[src/rtl/ep_status_pkg.sv]
package ep_status_pkg;

   // USB-side event codes carried on usb_evt
   localparam logic [1:0] EVT_NONE  = 2'd0;
   localparam logic [1:0] EVT_RX    = 2'd1;
   localparam logic [1:0] EVT_DONE  = 2'd2;
   localparam logic [1:0] EVT_SETUP = 2'd3;

   // Upper nibble of each command family
   localparam logic [3:0] NIB_STALL   = 4'h4;
   localparam logic [3:0] NIB_VALID   = 4'h6;
   localparam logic [3:0] NIB_UNSTALL = 4'h8;

   typedef struct packed {
      logic       stall;
      logic [1:0] full;     // [1] secondary, [0] primary
      logic       pid;      // next data PID, 1 = DATA1
      logic       ovw;      // set-up overwritten, sticky
      logic       setup;    // buffer holds a set-up packet
      logic       cpu_sel;  // buffer the CPU side addresses
      logic       usb_sel;  // buffer the USB side addresses
   } ep_state_t;

   // Reinitialization on any unstall: flush everything except the sticky flag
   function automatic ep_state_t ep_reinit(input ep_state_t s);
      ep_state_t r;
      r      = '0;
      r.ovw  = s.ovw;
      return r;
   endfunction

endpackage

[src/rtl/ep_cmd_decode.sv]
module ep_cmd_decode
   import ep_status_pkg::*;
#(
   parameter int NUM_EP = 16
) (
   input  logic              cmd_valid,
   input  logic [7:0]        cmd_code,
   output logic [NUM_EP-1:0] stall_hit,
   output logic [NUM_EP-1:0] unstall_hit,
   output logic [NUM_EP-1:0] valid_hit
);

   generate
      for (genvar i = 0; i < NUM_EP; i++) begin : g_ep
         assign stall_hit[i]   = cmd_valid && (cmd_code == {NIB_STALL,   4'(i)});
         assign unstall_hit[i] = cmd_valid && (cmd_code == {NIB_UNSTALL, 4'(i)});
         if (i == 0) begin : g_no_valid
            // the control OUT endpoint is never validated by the CPU
            assign valid_hit[i] = 1'b0;
         end else begin : g_valid
            assign valid_hit[i] = cmd_valid && (cmd_code == {NIB_VALID, 4'(i)});
         end
      end
   endgenerate

endmodule

[src/rtl/ep_event_route.sv]
module ep_event_route
   import ep_status_pkg::*;
#(
   parameter int NUM_EP = 16,
   localparam int IDX_W = $clog2(NUM_EP)
) (
   input  logic [1:0]        usb_evt,
   input  logic [IDX_W-1:0]  usb_ep,
   input  logic              setup_tok,
   input  logic              rd_en,
   input  logic [IDX_W-1:0]  rd_ep,
   output logic [NUM_EP-1:0] rx_hit,
   output logic [NUM_EP-1:0] done_hit,
   output logic [NUM_EP-1:0] srx_hit,
   output logic [NUM_EP-1:0] tok_hit,
   output logic [NUM_EP-1:0] rdclr_hit
);

   generate
      for (genvar i = 0; i < NUM_EP; i++) begin : g_ep
         assign rx_hit[i]    = (usb_evt == EVT_RX)   && (usb_ep == IDX_W'(i));
         assign done_hit[i]  = (usb_evt == EVT_DONE) && (usb_ep == IDX_W'(i));
         assign rdclr_hit[i] = rd_en && (rd_ep == IDX_W'(i));
         if (i < 2) begin : g_ctrl
            assign tok_hit[i] = setup_tok;
         end else begin : g_data
            assign tok_hit[i] = 1'b0;
         end
         if (i == 0) begin : g_srx
            assign srx_hit[i] = (usb_evt == EVT_SETUP);
         end else begin : g_nosrx
            assign srx_hit[i] = 1'b0;
         end
      end
   endgenerate

endmodule

[src/rtl/ep_state_slice.sv]
module ep_state_slice
   import ep_status_pkg::*;
#(
   parameter int DOUBLE    = 0,
   parameter int CTRL      = 0,
   parameter int SETUP_CAP = 0
) (
   input  logic      clk,
   input  logic      rst_n,
   input  logic      stall_cmd,
   input  logic      unstall_cmd,
   input  logic      valid_cmd,
   input  logic      setup_tok,
   input  logic      pkt_rx,
   input  logic      pkt_done,
   input  logic      setup_rx,
   input  logic      rd_clr,
   output ep_state_t state_q
);

   ep_state_t nxt;

   always_comb begin
      nxt = state_q;
      // read-clear first so that a set later in this cycle wins
      if (rd_clr) nxt.ovw = 1'b0;
      if (stall_cmd) begin
         nxt.stall = 1'b1;
         nxt.setup = 1'b0;
      end
      if (unstall_cmd) nxt = ep_reinit(nxt);
      // set-up token overrides a stall issued in the same cycle
      if ((CTRL != 0) && setup_tok) begin
         if (nxt.stall) nxt = ep_reinit(nxt);
         nxt.pid = 1'b0;
      end
      if (valid_cmd) begin
         nxt.full[nxt.cpu_sel] = 1'b1;
         if (DOUBLE != 0) nxt.cpu_sel = ~nxt.cpu_sel;
      end
      if (pkt_rx) begin
         nxt.full[nxt.usb_sel] = 1'b1;
         if (DOUBLE != 0) nxt.usb_sel = ~nxt.usb_sel;
      end
      if (pkt_done) begin
         nxt.full[nxt.usb_sel] = 1'b0;
         nxt.pid               = ~nxt.pid;
         if (DOUBLE != 0)    nxt.usb_sel = ~nxt.usb_sel;
         if (SETUP_CAP != 0) nxt.setup   = 1'b0;
      end
      if ((SETUP_CAP != 0) && setup_rx) begin
         if (nxt.setup) nxt.ovw = 1'b1;
         nxt.setup   = 1'b1;
         nxt.full[0] = 1'b1;
      end
      if (DOUBLE == 0) begin
         nxt.full[1] = 1'b0;
         nxt.cpu_sel = 1'b0;
         nxt.usb_sel = 1'b0;
      end
      if (SETUP_CAP == 0) begin
         nxt.setup = 1'b0;
         nxt.ovw   = 1'b0;
      end
   end

   always_ff @(posedge clk or negedge rst_n) begin
      if (!rst_n) state_q <= '0;
      else        state_q <= nxt;
   end

endmodule

[src/rtl/ep_status_ctrl.sv]
module ep_status_ctrl
   import ep_status_pkg::*;
#(
   parameter int          NUM_EP   = 16,
   parameter logic [15:0] DBL_MASK = 16'hFF00,
   localparam int         IDX_W    = $clog2(NUM_EP)
) (
   input  logic             clk,
   input  logic             rst_n,
   input  logic             cmd_valid,
   input  logic [7:0]       cmd_code,
   input  logic             setup_tok,
   input  logic [1:0]       usb_evt,
   input  logic [IDX_W-1:0] usb_ep,
   input  logic             rd_en,
   input  logic [IDX_W-1:0] rd_ep,
   output logic [7:0]       rd_status
);

   generate
      if (NUM_EP < 2 || NUM_EP > 16) begin : g_bad_count
         $error("ep_status_ctrl: NUM_EP must lie in 2..16");
      end
      if (DBL_MASK[1:0] != 2'b00) begin : g_bad_mask
         $error("ep_status_ctrl: control endpoints must be single-buffered");
      end
   endgenerate

   logic [NUM_EP-1:0] stall_hit, unstall_hit, valid_hit;
   logic [NUM_EP-1:0] rx_hit, done_hit, srx_hit, tok_hit, rdclr_hit;

   ep_cmd_decode #(.NUM_EP(NUM_EP)) dec_i (
      .cmd_valid   (cmd_valid),
      .cmd_code    (cmd_code),
      .stall_hit   (stall_hit),
      .unstall_hit (unstall_hit),
      .valid_hit   (valid_hit)
   );

   ep_event_route #(.NUM_EP(NUM_EP)) route_i (
      .usb_evt   (usb_evt),
      .usb_ep    (usb_ep),
      .setup_tok (setup_tok),
      .rd_en     (rd_en),
      .rd_ep     (rd_ep),
      .rx_hit    (rx_hit),
      .done_hit  (done_hit),
      .srx_hit   (srx_hit),
      .tok_hit   (tok_hit),
      .rdclr_hit (rdclr_hit)
   );

   ep_state_t         st [NUM_EP];
   logic [7:0]        stat_byte [NUM_EP];
   logic [NUM_EP-1:0] stall_v, fullp_v, fulls_v, ovw_v, usbsel_v;

   generate
      for (genvar i = 0; i < NUM_EP; i++) begin : g_slice
         ep_state_slice #(
            .DOUBLE    (DBL_MASK[i] ? 1 : 0),
            .CTRL      ((i < 2) ? 1 : 0),
            .SETUP_CAP ((i == 0) ? 1 : 0)
         ) slice_i (
            .clk         (clk),
            .rst_n       (rst_n),
            .stall_cmd   (stall_hit[i]),
            .unstall_cmd (unstall_hit[i]),
            .valid_cmd   (valid_hit[i]),
            .setup_tok   (tok_hit[i]),
            .pkt_rx      (rx_hit[i]),
            .pkt_done    (done_hit[i]),
            .setup_rx    (srx_hit[i]),
            .rd_clr      (rdclr_hit[i]),
            .state_q     (st[i])
         );
         assign stat_byte[i] = {st[i].stall, st[i].full[1], st[i].full[0], st[i].pid,
                                st[i].ovw, st[i].setup, st[i].cpu_sel, 1'b0};
         assign stall_v[i]  = st[i].stall;
         assign fullp_v[i]  = st[i].full[0];
         assign fulls_v[i]  = st[i].full[1];
         assign ovw_v[i]    = st[i].ovw;
         assign usbsel_v[i] = st[i].usb_sel;
      end
   endgenerate

   assign rd_status = (32'(rd_ep) < NUM_EP) ? stat_byte[rd_ep] : 8'h00;

endmodule

[config.mk]
export PLATFORM = sky130hd
export DESIGN_NAME = ep_status_ctrl
export DESIGN_NICKNAME = d
export VERILOG_FILES = /design/src/rtl/ep_status_pkg.sv /design/src/rtl/ep_cmd_decode.sv /design/src/rtl/ep_event_route.sv /design/src/rtl/ep_state_slice.sv /design/src/rtl/ep_status_ctrl.sv
export SDC_FILE = /design/constraint.sdc
export NUM_CORES = 1
export LEC_CHECK = 0
export ABC_AREA = 1
export ABC_CLOCK_PERIOD_IN_PS = 860
export BUFFER_PORTS_ARGS = -buffer_cell sky130_fd_sc_hd__buf_2
export CAP_MARGIN = 20
export CELL_PAD_IN_SITES_DETAIL_PLACEMENT = 0
export CELL_PAD_IN_SITES_GLOBAL_PLACEMENT = 1
export CORE_UTILIZATION = 44
export DETAILED_ROUTE_END_ITERATION = 7
export GPL_ROUTABILITY_DRIVEN = 0
export PLACE_DENSITY = 0.93
export SYNTH_ARGS = -nofsm -noshare
export SYNTH_HDL_FRONTEND = slang
export SYNTH_HIERARCHICAL = 1
export SYNTH_SLANG_ARGS = --single-unit
[constraint.sdc]
create_clock -name clk -period 0.86 [get_ports clk]
set_input_delay 0.043 -clock clk [delete_from_list [all_inputs] [get_ports clk]]
set_output_delay 0.043 -clock clk [all_outputs]
set_load 0.01 [all_outputs]
# Word level (Yosys, flattened, before mapping)
# Cells that the tools add are included.
[totals] reg_bits=74 input_bits=23 output_inout_bits=8 elab_cells=643
[op_classes] order_cmp=79 n_eq_ne=65 mux=194 n_bitwise=104 n_reduce_logical=135
[ops] operator="equality test 8 x 7 -> 1 bit, second input constant" n=31
[ops] operator="two-way mux 8 bit" n=20
[ops] operator="equality test 8 bit, second input constant" n=16
[ops] operator="logical AND 1 bit" n=119
[ops] operator="two-way mux 1 bit" n=99
[ops] operator="< comparator 1 x 2 -> 1 bit, second input constant" n=39
[ops] operator="two-way mux 2 bit" n=25
[ops] operator="NOT 1 bit" n=48
[ops] operator="demux 1 bit (select 1 bit)" n=39
[ops] operator=">= comparator 1 bit, second input constant" n=39
[ops] operator="binary-select mux 8 bit (select 4 bit)" n=1
[ops] operator="equality test 4 bit, second input constant" n=8
[ops] operator="OR 2 bit" n=16
[ops] operator="nonzero test 2 bit" n=14
[ops] operator="two-way mux 3 bit" n=8
[ops] operator="bitwise AND 2 bit" n=8
[ops] operator="equality test 4 x 3 -> 1 bit, second input constant" n=4
[ops] operator="NOT 2 bit" n=8
[ops] operator="OR 1 bit" n=15
[ops] operator="two-way mux 7 bit" n=2
[ops] operator="bitwise AND 1 bit" n=8
[ops] operator="equality test 4 x 2 -> 1 bit, second input constant" n=2
[ops] operator="logical NOT 4 bit" n=2
[ops] operator=">= comparator 5 bit, second input constant" n=1
[ops] operator="4 further kinds" n=5

# Logic depth before layout (Yosys ltp)
[depth] word_depth=16 ltp_mapped=12 ltp_nobuf=11

# Cells and area by module
# The synthesis kept the hierarchy.
[by_module_without_submodules] module="ep_state_slice (g_slice[10].slice_i ...)" instances=8 cells_each=37 area_each_um2=294.0 seq_area_each_um2=150.1
[by_module_without_submodules] module="ep_status_ctrl" instances=1 cells_each=341 area_each_um2=1432.6 seq_area_each_um2=0.0
[by_module_without_submodules] module="ep_state_slice (g_slice[2].slice_i ...)" instances=6 cells_each=19 area_each_um2=162.7 seq_area_each_um2=75.1
[by_module_without_submodules] module="ep_event_route" instances=1 cells_each=130 area_each_um2=633.1 seq_area_each_um2=0.0
[by_module_without_submodules] module="ep_cmd_decode" instances=1 cells_each=92 area_each_um2=462.9 seq_area_each_um2=0.0
[by_module_without_submodules] module="ep_state_slice (g_slice[0].slice_i)" instances=1 cells_each=35 area_each_um2=269.0 seq_area_each_um2=125.1
[by_module_without_submodules] module="ep_state_slice (g_slice[1].slice_i)" instances=1 cells_each=19 area_each_um2=177.7 seq_area_each_um2=75.1

# Worst setup path before layout
# No wires, ideal clock.
[synth_path] path_type="input to register" start="in cmd_valid" end="reg g_slice[8].slice_i/state_q[5] (netlist name)" setup_time_ns=0.113 t_arrival_ns=1.041 required_ns=0.747 slack_ns=-0.293 path_stages=12 path_buffers=1 cell_sequence="inv_1 -> nor2_4 -> nand3_4 -> buf_6 -> nor2_2 -> inv_2 -> nand2_1 -> nand2_2 -> nand2_1 -> nand2_1 -> nand2_1 -> inv_1"
[synth_rtl] element="start, declared" line_no="ep_status_ctrl.sv:10" text="input logic cmd_valid,"
[synth_rtl] element="end signal, assigned" line_no="ep_state_slice.sv:69" text="else state_q <= nxt;"
[synth_rtl] element="end, declared" line_no="ep_state_slice.sv:18" text="output ep_state_t state_q"

# Worst setup path in the final report
[layout_path] start="reg g_slice[6].slice_i/state_q[4] (netlist name)" end="out rd_status[4]"
[layout_between] elab_chain_cells=3
[layout_rtl] element="start, declared" line_no="ep_state_slice.sv:18"
[layout_rtl] element="start signal, assigned" line_no="ep_state_slice.sv:69"
[layout_rtl] element="binary-select mux 8 bit (select 4 bit)" line_no="ep_status_ctrl.sv:86" text="assign rd_status = (32'(rd_ep) < NUM_EP) ? stat_byte[rd_ep] : 8'h00;"
[layout_rtl] element="two-way mux 8 bit (implied by the code) (2 in a row)" line_no="ep_status_ctrl.sv:86"
[layout_rtl] element="end, declared" line_no="ep_status_ctrl.sv:17" text="output logic [7:0] rd_status"
# Every way passes these cells. The select of a mux whose other input is x is not followed.

==> run_results.csv <==
group,metric,value,unit
power_and_ir_drop,p_int,8.63,mW
die,ios,31,
die,die_area,14000,um^2
clocking,cts_root_buffer,"clkbuf_16",
global_route,first_global_vias,5713,
placed_design,port_buffers,29,
clocking,numCtsBuffers,9,
global_route,grt_pass1_wl,26600,um
timing,hold_violations,0,
power_and_ir_drop,power_frac_comb,35.9,%
cells_and_area,area_growth,46.1,%
timing,slew_violations,0,
timing,max_clock_freq,715,MHz
cells_and_area,fin_area,8680,um^2
global_route,grt-ovfl-total,0,
worst_setup_path,critPathCaptureType,"primary output",
cells_and_area,fin_nets,1144,
timing,tns,-7450,ps
status,status,"finished, violations left",
routing,drc,0,
worst_setup_path,critPathLaunchType,"register",
timing,worst_slack,-539,ps
clocking,clk_pin_slew,60,ps
worst_setup_path,path_delay_family,"simple AND/OR/NAND/NOR gates",
routing,wl_per_cell,13.4,um
power_and_ir_drop,p_leak,4.29,nW
cells_and_area,top_regs,"g_slice.slice_i/state_q x74",
die,dieHeight,118,um
worst_setup_path,crit_chain,"inv_1 -> nand2_1 -> nand3_1 -> nand3_2 -> nand3_2 -> nand2_1 -> buf_2",
min_path,hold_path_class,"input port to register",
timing,min_period,1400,ps
routing,vias,6138,
power_and_ir_drop,power_density,1510,nW/um^2
placed_design,dpl.hpwl,11100,um
timing,period_share,163,%
logic_synthesis,syn_area_per_cell,6.14,um^2
timing,rsz0062_at_grt,"yes",
timing,finalClockSkew,3.40,ps
cells_and_area,fin_util,65.8,%
worst_setup_path,worst_ep_arrival_time,1360,ps
cells_and_area,register_area,1850,um^2
timing,setup_violations,58,
logic_synthesis,netlist_area,5940,um^2
clocking,cts_tree,"yes",
routing,drtPass1Iterations,5,
clocking,htreeDepth,3,
clocking,cts_max_path_buffers,2,
worst_setup_path,cp_slowest_cell,"dfrtp_1",
routing,first_iter_violations,339,
routing,wirelength,17500,um
global_route,antenna_found_initial,0,
placed_design,dpl-instance-area,7060,um^2
die,core_area,13200,um^2
power_and_ir_drop,clkPwrFrac,27.8,%
placed_design,dpl.cell_count,1255,
cells_and_area,diodes,0,
status,violations,"negative setup slack",
worst_setup_path,crit_type,"register to primary output",
global_route,grt_max_degree,55,
flow_run,max_cap_viol_count,0,
routing,viasPerCell,4.71,
cells_and_area,layoutNonFillerInstCount,1302,
cells_and_area,regMostFlops,"g_slice.slice_i/state_q",
clocking,cts.sinks,74,
worst_setup_path,slowest_delay,380,ps
cells_and_area,largest_register_ffs,74,
cells_and_area,layout-drive-gt1-share,38.3,%
logic_synthesis,synth_warnings,6,
power_and_ir_drop,p_sw_share,34.1,%
power_and_ir_drop,ir_drop,1.21,mV
global_route,grt_usage,24.0,%
die,die_w,118,um
logic_synthesis,syn_inst,968,
worst_setup_path,cp.buffers_inverters,2,
power_and_ir_drop,p_seq_share,36.4,%
placed_design,pre_cts_ws,-515,ps
routing,ant_nets,0,
power_and_ir_drop,p_switching,4.46,mW
cells_and_area,multi_input_area,4010,um^2
die,start_util,45.0,%
cells_and_area,fillers,1090,
clocking,clock_latency,340,ps
worst_setup_path,crit_required,820,ps
worst_setup_path,cp_max_fo,2,
die,fp-row-count,42,
==> placed cells by master, fill, tap and decap left out, types with 2 or more instances in the layout <==
cell,n
dlygate4sd3_1,2
buf_4,114
inv_8,2
buf_2,20
nand3b_1,6
buf_12,12
inv_4,7
clkbuf_16,9
xor2_1,9
clkbuf_1,2
nand3_2,53
nor2_2,18
nand2_2,41
inv_2,19
o21ai_2,2
conb_1,48
nand3_1,72
buf_8,2
nand2_4,21
nor2_4,41
dfrtp_1,74
buf_6,37
xnor2_1,4
xnor2_2,5
clkbuf_8,3
clkinv_2,2
a21oi_2,6
nand2_1,264
nand3_4,14
inv_1,135
nor2_1,77
==> worst reg2reg max path: cells and delay by family (launching register included) <==
kind          cells  cell delay, ps
buf+inv           3             260
flops             1             400
simple gates      6             340
==> power groups by stage <==
stage	combinational (mW)	clock, mW	sequential (mW)
CTS	4.01	3.67	4.67
floorplan	2.40	0	4.60
global placement	3.67	0	4.67
finish	4.69	3.63	4.76
global route	5.19	3.80	4.85
detailed placement	3.73	0	4.70
==> area by class of cell <==
type	count	share of cell area (%)
multi-input combinational	685	46.2
sequential	74	21.3
timing repair buffer	187	19.2
inverter	164	7.53
clock buffer	14	3.16
tap	176	2.54
clock inverter	2	0.115
==> through the flow <==
| stage | total power [mW] | hold slack, ps |
|---|---|---|
| after global placement | 8.34 | 61.3 |
| after CTS | 12.3 | 70.2 |
| final | 13.1 | 83.0 |
| after detailed placement | 8.42 | 57.1 |
| after global routing | 13.8 | 121 |
| after floorplan | 7.00 | -253 |
==> layer usage <==
metal  up-vias  wire length [um]  global-route usage [%]
li1       3099                 -                       -
met1      2825              7550                    31.6
met2       178              8530                    40.1
met3        36               910                    3.38
met4         0               489                    8.33
met5         -                 0                       0
==> path summary, 6_finish.rpt <==
check                                              start                        endpoint  slack [ps]  cells after the start
max                        g_slice[6].slice_i/state_q[4]                    rd_status[4]        -540                      7
min                                           usb_evt[0]   g_slice[0].slice_i/state_q[3]          80                      5
max reg2reg                g_slice[0].slice_i/state_q[7]   g_slice[0].slice_i/state_q[5]        -210                      9
min reg2reg                g_slice[7].slice_i/state_q[7]   g_slice[7].slice_i/state_q[7]         500                      2
max in group asynchronous                          rst_n   g_slice[6].slice_i/state_q[7]         350                      3
min in group asynchronous                          rst_n  g_slice[14].slice_i/state_q[0]         220                      3
==> what timing repair did <==
item / CTS / global route
setup endpoints to repair: 47 / 71
buffers inserted: 23 / 15
cloned: 1 / 0
hold endpoints to repair: 75 / 0
hold buffers: 2 / 0
pin swaps: 49 / 69
resized for setup: 101 / 169
(Power assumes the default switching activity.)
